File: config.mk
export PLATFORM = sky130hd
export DESIGN_NAME = sadc_conv_engine
export DESIGN_NICKNAME = d
export VERILOG_FILES = /design/src/rtl/sadc_pkg.sv /design/src/rtl/sadc_conv_engine.sv
export SDC_FILE = /design/constraint.sdc
export NUM_CORES = 1
export LEC_CHECK = 0
export CAP_MARGIN = 20
export CORE_MARGIN = 1
export CORE_UTILIZATION = 40
export DETAILED_ROUTE_END_ITERATION = 12
export DONT_BUFFER_PORTS = 1
export PLACE_DENSITY = 0.52
export SLEW_MARGIN = 40
export SYNTH_ARGS = -nofsm -noshare
export SYNTH_HDL_FRONTEND = slang
export SYNTH_SLANG_ARGS = --single-unit
export TNS_END_PERCENT = 100
File: constraint.sdc
create_clock -name clk -period 2.55 [get_ports clk]
set_input_delay 0.51 -clock clk [delete_from_list [all_inputs] [get_ports clk]]
set_output_delay 0.51 -clock clk [all_outputs]
set_load 0.005 [all_outputs]
File: src/rtl/sadc_pkg.sv
package sadc_pkg;

  localparam int unsigned SMP_W  = 14;
  localparam int unsigned WORD_W = 16;
  localparam int unsigned PAD_W  = WORD_W - SMP_W;

  localparam logic [WORD_W-1:0] STATUS_WORD = 16'h3FC0;

  typedef enum logic [1:0] {
    FR_EMPTY,
    FR_RESET,
    FR_SHORT,
    FR_FULL
  } frame_kind_e;

  // Place a sample in the upper bits of an output word; the padding bits are 0.
  function automatic logic [WORD_W-1:0] pack_result(input logic [SMP_W-1:0] s);
    return {s, {PAD_W{1'b0}}};
  endfunction

  // Decide what a frame was from its count of falling serial-clock edges.
  function automatic frame_kind_e classify(input int unsigned falls,
                                           input int unsigned reset_max,
                                           input int unsigned full_at);
    if (falls == 0)               return FR_EMPTY;
    else if (falls <= reset_max)  return FR_RESET;
    else if (falls < full_at)     return FR_SHORT;
    else                          return FR_FULL;
  endfunction

endpackage

File: src/rtl/sadc_conv_engine.sv
module sadc_conv_engine
  import sadc_pkg::*;
#(
  parameter int unsigned CONV_CYCLES = 334
) (
  input  logic              clk,
  input  logic              rst_n,
  input  logic              frame_start,
  input  logic              frame_end,
  input  frame_kind_e       end_kind,
  input  logic              conv_point,
  input  logic              sample_window,
  input  logic [SMP_W-1:0]  sample_in,
  output logic              initialized,
  output logic              busy,
  output logic [WORD_W-1:0] load_word
);

  localparam int unsigned TMR_W = $clog2(CONV_CYCLES + 1);
  localparam logic [TMR_W-1:0] TMR_LOAD = TMR_W'(CONV_CYCLES);
  localparam logic [TMR_W-1:0] TMR_LAST = TMR_W'(1);

  logic [TMR_W-1:0]  tmr;
  logic [SMP_W-1:0]  hold;
  logic [WORD_W-1:0] out_word;
  logic              conv_go;
  logic              conv_done;
  logic              abort;
  logic              status_end;

  assign conv_go    = conv_point & initialized;
  assign conv_done  = busy & (tmr == TMR_LAST);
  assign abort      = frame_start & busy & ~conv_done;
  assign status_end = frame_end &
                      ((end_kind == FR_RESET) || (end_kind == FR_SHORT && initialized));

  // The word handed to the serializer at frame start; a result that
  // completes in the same cycle is forwarded straight from the hold register.
  always_comb begin
    if (!initialized)   load_word = '0;
    else if (conv_done) load_word = pack_result(hold);
    else if (busy)      load_word = STATUS_WORD;
    else                load_word = out_word;
  end

  always_ff @(posedge clk) begin
    if (!rst_n) begin
      hold <= '0;
    end else if (sample_window) begin
      hold <= sample_in;
    end
  end

  always_ff @(posedge clk) begin
    if (!rst_n) begin
      busy <= 1'b0;
      tmr  <= '0;
    end else if (conv_go) begin
      busy <= 1'b1;
      tmr  <= TMR_LOAD;
    end else if (conv_done || abort) begin
      busy <= 1'b0;
      tmr  <= '0;
    end else if (busy) begin
      tmr <= tmr - 1'b1;
    end
  end

  always_ff @(posedge clk) begin
    if (!rst_n) begin
      initialized <= 1'b0;
      out_word    <= '0;
    end else begin
      if (frame_end && end_kind == FR_RESET) initialized <= 1'b1;
      if (conv_done)                  out_word <= pack_result(hold);
      else if (abort || status_end)   out_word <= STATUS_WORD;
    end
  end

  assert_no_conv_before_init_R1: assert property (@(posedge clk) disable iff (!rst_n)
    !initialized |-> !busy);

  assert_conv_runs_R5: assert property (@(posedge clk) disable iff (!rst_n)
    conv_go |=> busy);

  assert_abort_drops_R6: assert property (@(posedge clk) disable iff (!rst_n)
    abort |=> (!busy && out_word == STATUS_WORD));

  assert_status_after_reset_R2: assert property (@(posedge clk) disable iff (!rst_n)
    (frame_end && end_kind == FR_RESET) |=> (initialized && out_word == STATUS_WORD));

  assert_done_not_abort_R7: assert property (@(posedge clk) disable iff (!rst_n)
    (frame_start && conv_done) |=> (out_word == pack_result($past(hold))));

endmodule

==> results of run 1 <==
## stage by stage
step	hold slack, ns	total power, mW	worst slack [ns]
final	0.3497	1.186	0.1207
after global routing	0.3270	1.247	0.01724
after CTS	0.3403	1.199	0.04178
after detailed placement	0.4532	0.7847	0.3757
after global placement	0.4434	0.7801	0.4238
after floorplan	0.4354	0.7724	0.5863
## power groups by stage
stage	registers, mW	clock network (mW)	logic (mW)
floorplan	0.671	0	0.101
global placement	0.680	0	0.0997
detailed placement	0.682	0	0.103
CTS	0.668	0.428	0.103
global route	0.672	0.460	0.114
finish	0.668	0.414	0.104
## synth_stat cells, types with 2 or more instances
master | instances | area, um^2
buf_4 | 3 | 22.52
xor2_1 | 2 | 17.52
nand3b_1 | 2 | 15.01
buf_2 | 2 | 10.01
ha_1 | 2 | 25.02
o221a_2 | 16 | 180.2
a21boi_0 | 6 | 45.04
nor3_1 | 3 | 15.01
o311a_1 | 2 | 20.02
dfxtp_1 | 39 | 780.8
nand3_1 | 3 | 15.01
o211ai_1 | 2 | 15.01
a31oi_1 | 4 | 25.02
nand2_1 | 24 | 90.09
nor2_1 | 21 | 78.83
clkbuf_1 | 7 | 26.28
xnor2_1 | 2 | 17.52
mux2i_1 | 14 | 140.1
buf_6 | 2 | 22.52
o22ai_1 | 6 | 37.54
inv_1 | 4 | 15.01
## cell families (layout without fill, tap and decap cells)
family / Yosys count / after routing / synth area share, %
other cells: 1 / 2 / 0.2054
simple gates: 64 / 64 / 18.03
compound gates: 45 / 45 / 22.07
buf+inv: 20 / 15 / 5.963
xor+xnor: 4 / 4 / 1.919
fa+ha+maj: 2 / 2 / 1.371
mux: 14 / 14 / 7.676
flops: 39 / 39 / 42.77
## repair_timing
action	4_1_cts	5_1_grt
resized for setup	0	0
buffers inserted	0	1
endpoints found under the setup margin	0	10
## sequential cells by signal, indices dropped and copies added (netlist names)
name and cells:
hold 14, out_word 14, initialized 1, busy 1
tmr 9
## final timing paths
check | start | end | slack (ns) | cells past startpoint
setup / recovery | tmr[3] | load_word[10] | 0.12 | 3
hold / removal | rst_n | tmr[6] | 0.35 | 1
setup reg to reg | tmr[3] | out_word[13] | 0.75 | 4
hold reg to reg | out_word[2] | out_word[2] | 0.46 | 2
## routing by layer
layer  track usage, %  wire, um  vias up  part of all wire [%]
met5                0         0        -                     0
met4            7.710        56        0                   1.3
met3            6.541       233        6                   5.5
met2            30.10      2019       38                    48
met1            21.51      1891      662                    45
li1                 -         -      673                     -
## worst max-delay path, cell delays in order, from the launching register on
cell	delay, ns
dfxtp_1	0.38
nor4_4	0.51
nand3_2	0.36
o221a_2	0.37
## area by class of cell
class | instances | area share [%]
Multi-Input combinational cell | 131 | 49.34
Inverter | 5 | 0.9855
Tap cell | 52 | 3.417
Timing Repair Buffer | 2 | 0.7884
Sequential cell | 39 | 41.00
Clock inverter | 2 | 0.6570
Clock buffer | 6 | 3.811
==> flow_summary.toml, run 1 <==
[yosys]
synth_warnings = 0
ys_seq_area_share_pct = 42.77
synth_edf_count = 0
synth_seq_cells = 39
synth-main-ff-cell = "dfxtp_1"
ys_types = 44
synth.avg_cell_area_um2 = 9.659
netlist_area_um2 = 1826
syn_inst = 189
async_reset_ff_share_pct = 0

[sta]
finClkSkew_ns = 0.009973
slew_headroom_pct = 47.24
hold_violations = 0
drv_slew = 0
fin_crit_sh_pct = 95.27
max_freq_mhz = 411.6
tns_ns = 0
fin_crit_ns = 2.429
tightest_slew_ns = 0.7865
setup_viol = 0
rsz0062_at_grt = "false"

[critical_path]
end_kind = "primary output"
path_class = "reg -> out"
worstPathArrival_ns = 1.92
crit_path_start_kind = "register"
critPathRequiredTime_ns = 2.04
crit_fanout = 16

[cells_and_area]
ff_latch_area_um2 = 780.7
fillCellCount = 443
most-common-layout-cells = "dfxtp_1, nand2_1, nor2_1"
diodes = 0
drive_gt1_share_pct = 17.30
finish.utilization_pct = 43.44
fin_nets = 208
multi_input_area_um2 = 939.7
area_growth_pct = 4.318
fin_cells = 237
layout_commonest_cell = "dfxtp_1"
design_area_um2 = 1904

[global_route]
grt_pass1_wl_mm = 6.824
grt_max_degree = 27
antenna_found_initial = 0
grt-ovfl-total = 0
grt_usage_pct = 18.31
grt_pass1_vias = 1372

[die]
core_um2 = 4384
dieWidth_um = 69.56
rows = 24
dieArea_um2 = 4838
initial_core_util_pct = 41.64
die_h_um = 69.56
io_pins = 40

[pwr]
swShare_pct = 25.87
irDropWorstVdd_mv = 0.3254
power.share.sequential_pct = 56.3
powerDensity_nw_per_um2 = 622.6
power_frac_clock_pct = 34.9
leakage_nw = 0.6888
power.internal_mw = 0.8790
p_switching_mw = 0.3068
share_comb_of_total_power_pct = 8.8

[clock_network]
clock_sinks = 39
cts_inserted_buffers = 5
worstSkewPairLatency_ns = 0.29
htree_num_levels = 2
ctsHoldBuffers = 0
cts_buffer_depth = 2
tritoncts = "built"
clk_pin_slew_ns = 0.08
root_buffer = "clkbuf_8"

[placed_design]
dpl_cell_area_um2 = 1812
place.gp.congestion = 0.8638
place.port_buffers = 0
post-dp-hpwl_mm = 2.842
place_inst = 228

[route]
drc = 0
firstDrtPassIters = 4
via_per_inst = 5.819
wl_per_cell_um = 17.73
drt_iter0_drc = 59
drt.antenna.violating_nets = 0
vias = 1379
drt_wl_total_mm = 4.201

[worst_hold_path]
holdCritPathClass = "in -> reg"

[status]
status = "finished clean"

[flow_run]
max_cap_violations = 0
Power figures use the tool's default switching activity.
==> run 2: changes to the inputs <==
CORE_ASPECT_RATIO = 0.9   (was default)
SETUP_SLACK_MARGIN = 0.5   (was default)
==> run 2 against run 1 <==
  * Hold slack worse by 0.014 ns
  * Clock power up 32%
  * Final cell count up 11%
  * Routed wire length increased by 4.1%
  * Total power up 13%
  * Fmax up 11%
  * Via count rose by 8.0%
  * Sequential power up 0.9%
  * Combinational power rose by 18%
  * Global-route usage grew 1.9 points
  * Die area hardly changed
  * First-iteration DRC count is 47% higher
  * Largest power group unchanged
  * Highest routed layer unchanged
==> flow_summary.toml, run 2 (synthesis results as in run 1) <==
[status]
status = "finished clean"

[critical_path]
critPathRequiredTime_ns = 2.04
path_class = "reg -> out"
crit_path_start_kind = "register"
worstPathArrival_ns = 1.69
end_kind = "primary output"
rr_worst_depth = 10
crit_fanout = 6

[sta]
rsz0062_at_grt = "true"
tns_ns = 0
max_freq_mhz = 455.1
fin_crit_ns = 2.197
finClkSkew_ns = 0.007925
setup_viol = 0
fin_crit_sh_pct = 86.17
slew_headroom_pct = 46.69
setup_slack_ns = 0.3526
drv_slew = 0
hold_violations = 0
tightest_slew_ns = 0.7985

[die]
rows = 22
die_h_um = 66.09
io_pins = 40
initial_core_util_pct = 43.35
dieArea_um2 = 4838
core_um2 = 4212
dieWidth_um = 73.21

[clock_network]
cts_buffer_depth = 2
htree_num_levels = 2
clock_sinks = 39
cts_inserted_buffers = 5
clk_pin_slew_ns = 0.07
worstSkewPairLatency_ns = 0.30
root_buffer = "clkbuf_8"
ctsHoldBuffers = 0
tritoncts = "built"

[route]
via_per_inst = 5.683
wl_per_cell_um = 16.70
drt_iter0_drc = 87
drc = 0
drt.antenna.violating_nets = 0
firstDrtPassIters = 4
drt_wl_total_mm = 4.375
vias = 1489

[placed_design]
place.port_buffers = 0
dp_slack_ns = 0.3995
place.gp.congestion = 0.8351
post-dp-hpwl_mm = 2.744

[pwr]
swShare_pct = 23.86
share_comb_of_total_power_pct = 9.1
power.share.sequential_pct = 50.2
irDropWorstVdd_mv = 0.4068
powerDensity_nw_per_um2 = 603.9
leakage_nw = 0.8331
power.internal_mw = 1.023
p_switching_mw = 0.3205
p_total_mw = 1.343
power_frac_clock_pct = 40.7

[cells_and_area]
finish.utilization_pct = 52.82
largestRegisters = "hold (14), out_word (14), tmr (9)"
layout_commonest_cell = "dfxtp_1"
diodes = 0
fin_nets = 225
most-common-layout-cells = "dfxtp_1, nand2_1, nor2_1"
drive_gt1_share_pct = 31.68
fillCellCount = 386
area_growth_pct = 21.86

[flow_run]
max_cap_violations = 0

[global_route]
grt_usage_pct = 20.16
grt-ovfl-total = 0
antenna_found_initial = 0
grt_pass1_vias = 1529
grt_pass1_wl_mm = 7.224
grt_max_degree = 22

[worst_hold_path]
holdCritPathClass = "in -> reg"
min_path_cells = 1
run 2: cell count changes in the layout (fill, tap and decap cells not counted), moves of 2 or more:
cell      before  now
nand2_2        0    3
dfxtp_2        0    2
dfxtp_1       39   36
a21boi_0       6    0
o221a_2       16    8
o221a_4        0    8
buf_4          2   17
a21boi_2       0    6
nand2_1       24   21
run 2: cell type report:
| type | instances | area (um^2) | area share [%] |
|---|---|---|---|
| Clock buffer | 6 | 82.58 | 3.712 |
| Timing Repair Buffer | 19 | 158.9 | 7.143 |
| Tap cell | 60 | 75.07 | 3.375 |
| Inverter | 5 | 18.77 | 0.8436 |
| Clock inverter | 2 | 38.79 | 1.744 |
| Multi-Input combinational cell | 131 | 1064 | 47.81 |
| Sequential cell | 39 | 787.0 | 35.38 |
run 2: per-stage QoR:
step           hold WS (ns)  cells  cell area [um^2]
2_1_floorplan        0.4354    190              1829
6_report             0.3356    262              2225
3_3_place_gp         0.4417    238              1837
3_5_place_dp         0.4508    238              1837
5_1_grt              0.3367    262              2225
4_1_cts              0.3273    261              2208
run 2: path summary, 6_finish.rpt:
| path | start | to | slack, ns |
|---|---|---|---|
| setup / recovery | tmr[1] | load_word[6] | 0.35 |
| hold / removal | rst_n | tmr[6] | 0.34 |
| setup reg to reg | tmr[1] | out_word[6] | 0.63 |
| hold reg to reg | out_word[3] | out_word[3] | 0.46 |
run 2: worst max-delay path, cell delays in order (launching register included):
cell     delay (ns)
dfxtp_2        0.33
inv_2          0.07
ha_4           0.11
nor4b_4        0.23
buf_4          0.18
nand3_4        0.09
buf_12         0.17
o221a_4        0.22
run 2: layer usage:
| metal | vias up | routed length, um | part of all wire (%) | global-route usage, % |
|---|---|---|---|---|
| met5 | - | 0 | 0 | 0 |
| met4 | 0 | 90 | 2.1 | 11.27 |
| met3 | 11 | 293 | 6.7 | 6.402 |
| met2 | 54 | 1911 | 44 | 29.40 |
| met1 | 708 | 2080 | 48 | 26.11 |
| li1 | 716 | - | - | - |
run 2: power groups by stage:
| stage | sequential (mW) | combinational (mW) | clock [mW] |
|---|---|---|---|
| 2_1_floorplan | 0.671 | 0.101 | 0 |
| 3_3_place_gp | 0.681 | 0.0999 | 0 |
| 3_5_place_dp | 0.682 | 0.102 | 0 |
| 4_1_cts | 0.673 | 0.119 | 0.558 |
| 5_1_grt | 0.677 | 0.135 | 0.580 |
| 6_report | 0.674 | 0.123 | 0.547 |
run 2: what timing repair did:
| item | in CTS | in global routing |
|---|---|---|
| resized for setup | 30 | 4 |
| gates cloned | 0 | 0 |
| setup buffers | 15 | 1 |
| pin swaps | 10 | 4 |
| setup endpoints to repair | 14 | 14 |
==> run 3: changes to the inputs <==
GPL_ROUTABILITY_DRIVEN = 0   (was default)
RECOVER_POWER = 25   (was default)
==> run 3 against run 2 <==
  * Utilization fell by 0.089 points
  * Hold slack barely moved
  * Sequential share of layout area rose by 0.060 points
  * Sequential power barely moved
  * First-iteration DRC count fell by 29%
  * Setup slack barely moved
  * Critical path type unchanged
==> flow_summary.toml, run 3 (synthesis results as in run 1) <==
[cells_and_area]
multi_input_area_um2 = 1064
drive_gt1_share_pct = 31.19
ff_latch_area_um2 = 787.0
layout_commonest_cell = "dfxtp_1"
most-common-layout-cells = "dfxtp_1, nand2_1, nor2_1"
area_growth_pct = 21.66
finish.utilization_pct = 52.73
design_area_um2 = 2221
fin_nets = 225
diodes = 0
fillCellCount = 386
largestRegisters = "hold (14), out_word (14), tmr (9)"

[global_route]
grt_pass1_wl_mm = 7.224
grt-ovfl-total = 0
grt_max_degree = 22
antenna_found_initial = 0
grt_usage_pct = 20.16
grt_pass1_vias = 1529

[clock_network]
worstSkewPairLatency_ns = 0.30
clock_sinks = 39
htree_num_levels = 2
cts_inserted_buffers = 5
cts_buffer_depth = 2
tritoncts = "built"
clk_pin_slew_ns = 0.07
root_buffer = "clkbuf_8"
ctsHoldBuffers = 0

[status]
status = "finished clean"

[critical_path]
end_kind = "primary output"
crit_path_start_kind = "register"
r2r-start = "tmr[1]"
critPathRequiredTime_ns = 2.04
rr_worst_depth = 10
crit_start = "tmr[1]"
crit_end = "load_word[6]"
r2r_slack_ns = 0.63
timing.rr.end = "out_word[6]"
worstPathArrival_ns = 1.69
crit_fanout = 6
path_class = "reg -> out"

[worst_hold_path]
min_path_cells = 1
min_from = "rst_n"
holdCritPathClass = "in -> reg"

[route]
wl_per_cell_um = 16.63
via_per_inst = 5.683
drc = 0
drt_iter0_drc = 62
vias = 1489
firstDrtPassIters = 4
drt_wl_total_mm = 4.357
drt.antenna.violating_nets = 0

[sta]
rsz0062_at_grt = "true"
fin_crit_ns = 2.197
drv_slew = 0
tightest_slew_ns = 1.000
tns_ns = 0
setup_viol = 0
finClkSkew_ns = 0.008311
fin_crit_sh_pct = 86.17
slew_headroom_pct = 33.31
max_freq_mhz = 455.1
hold_violations = 0

[die]
core_um2 = 4212
initial_core_util_pct = 43.35
io_pins = 40
die_h_um = 66.09
dieWidth_um = 73.21
rows = 22
dieArea_um2 = 4838

[placed_design]
place.port_buffers = 0
post-dp-hpwl_mm = 2.744
dpl_cell_area_um2 = 1837

[flow_run]
max_cap_violations = 0

[pwr]
p_switching_mw = 0.3212
share_comb_of_total_power_pct = 9.1
powerDensity_nw_per_um2 = 605.0
power.share.sequential_pct = 50.1
p_total_mw = 1.344
power.internal_mw = 1.022
leakage_nw = 0.8295
swShare_pct = 23.91
irDropWorstVdd_mv = 0.4071
power_frac_clock_pct = 40.8
[run 3: changes by cell type in the layout (fill, tap and decap cells not counted), sizes merged]
cell    before  now
clkbuf       6    7
buf         19   18
[run 3: power groups by stage]
stage	Sequential (mW)	Combinational [mW]	Clock, mW
after floorplan	0.671	0.101	0
after global placement	0.681	0.0999	0
after detailed placement	0.682	0.102	0
after CTS	0.673	0.119	0.558
after global routing	0.677	0.134	0.580
final	0.674	0.122	0.548
[run 3: worst min path at each step]
stage               slack [ns]      endpoint
global placement          0.44   out_word[5]
CTS                       0.33        tmr[6]
global route              0.34        tmr[6]
floorplan                 0.44  out_word[14]
finish                    0.34        tmr[6]
detailed placement        0.45   out_word[3]
[run 3: what timing repair did]
action                                  in CTS  in global routing
pin swaps                                   10                  4
endpoints found under the setup margin      14                 14
resized for setup                           30                  4
buffers inserted                            15                  1
[run 3: worst max-delay path: stages (launching register included)]
cell and delay, ns:
dfxtp_2 0.33, inv_2 0.07, ha_4 0.11, nor4b_4 0.23
buf_4 0.18, nand3_4 0.09, buf_12 0.17, o221a_4 0.22
[run 3: through the flow]
stage               setup slack, ns  hold slack (ns)  instances
finish                       0.3528           0.3354        262
global route                 0.2654           0.3367        262
CTS                          0.3637           0.3273        261
detailed placement           0.3995           0.4508        238
global placement             0.4413           0.4417        238
floorplan                    0.5863           0.4354        190
[run 3: cell type report]
cell class	count	area share, %
multi-input combinational	131	47.89
sequential	39	35.44
timing repair buffer	19	6.986
clock buffer	6	3.718
tap	60	3.380
clock inverter	2	1.746
inverter	5	0.8451
[run 3: layer usage]
metal	share of wire, %	wire (um)	GRT usage [%]	vias to the layer above
li1	-	-	-	717
met1	47	2035	26.11	706
met2	44	1917	29.40	57
met3	7.3	318	6.402	9
met4	2.0	87	11.27	0
met5	0	0	0	-
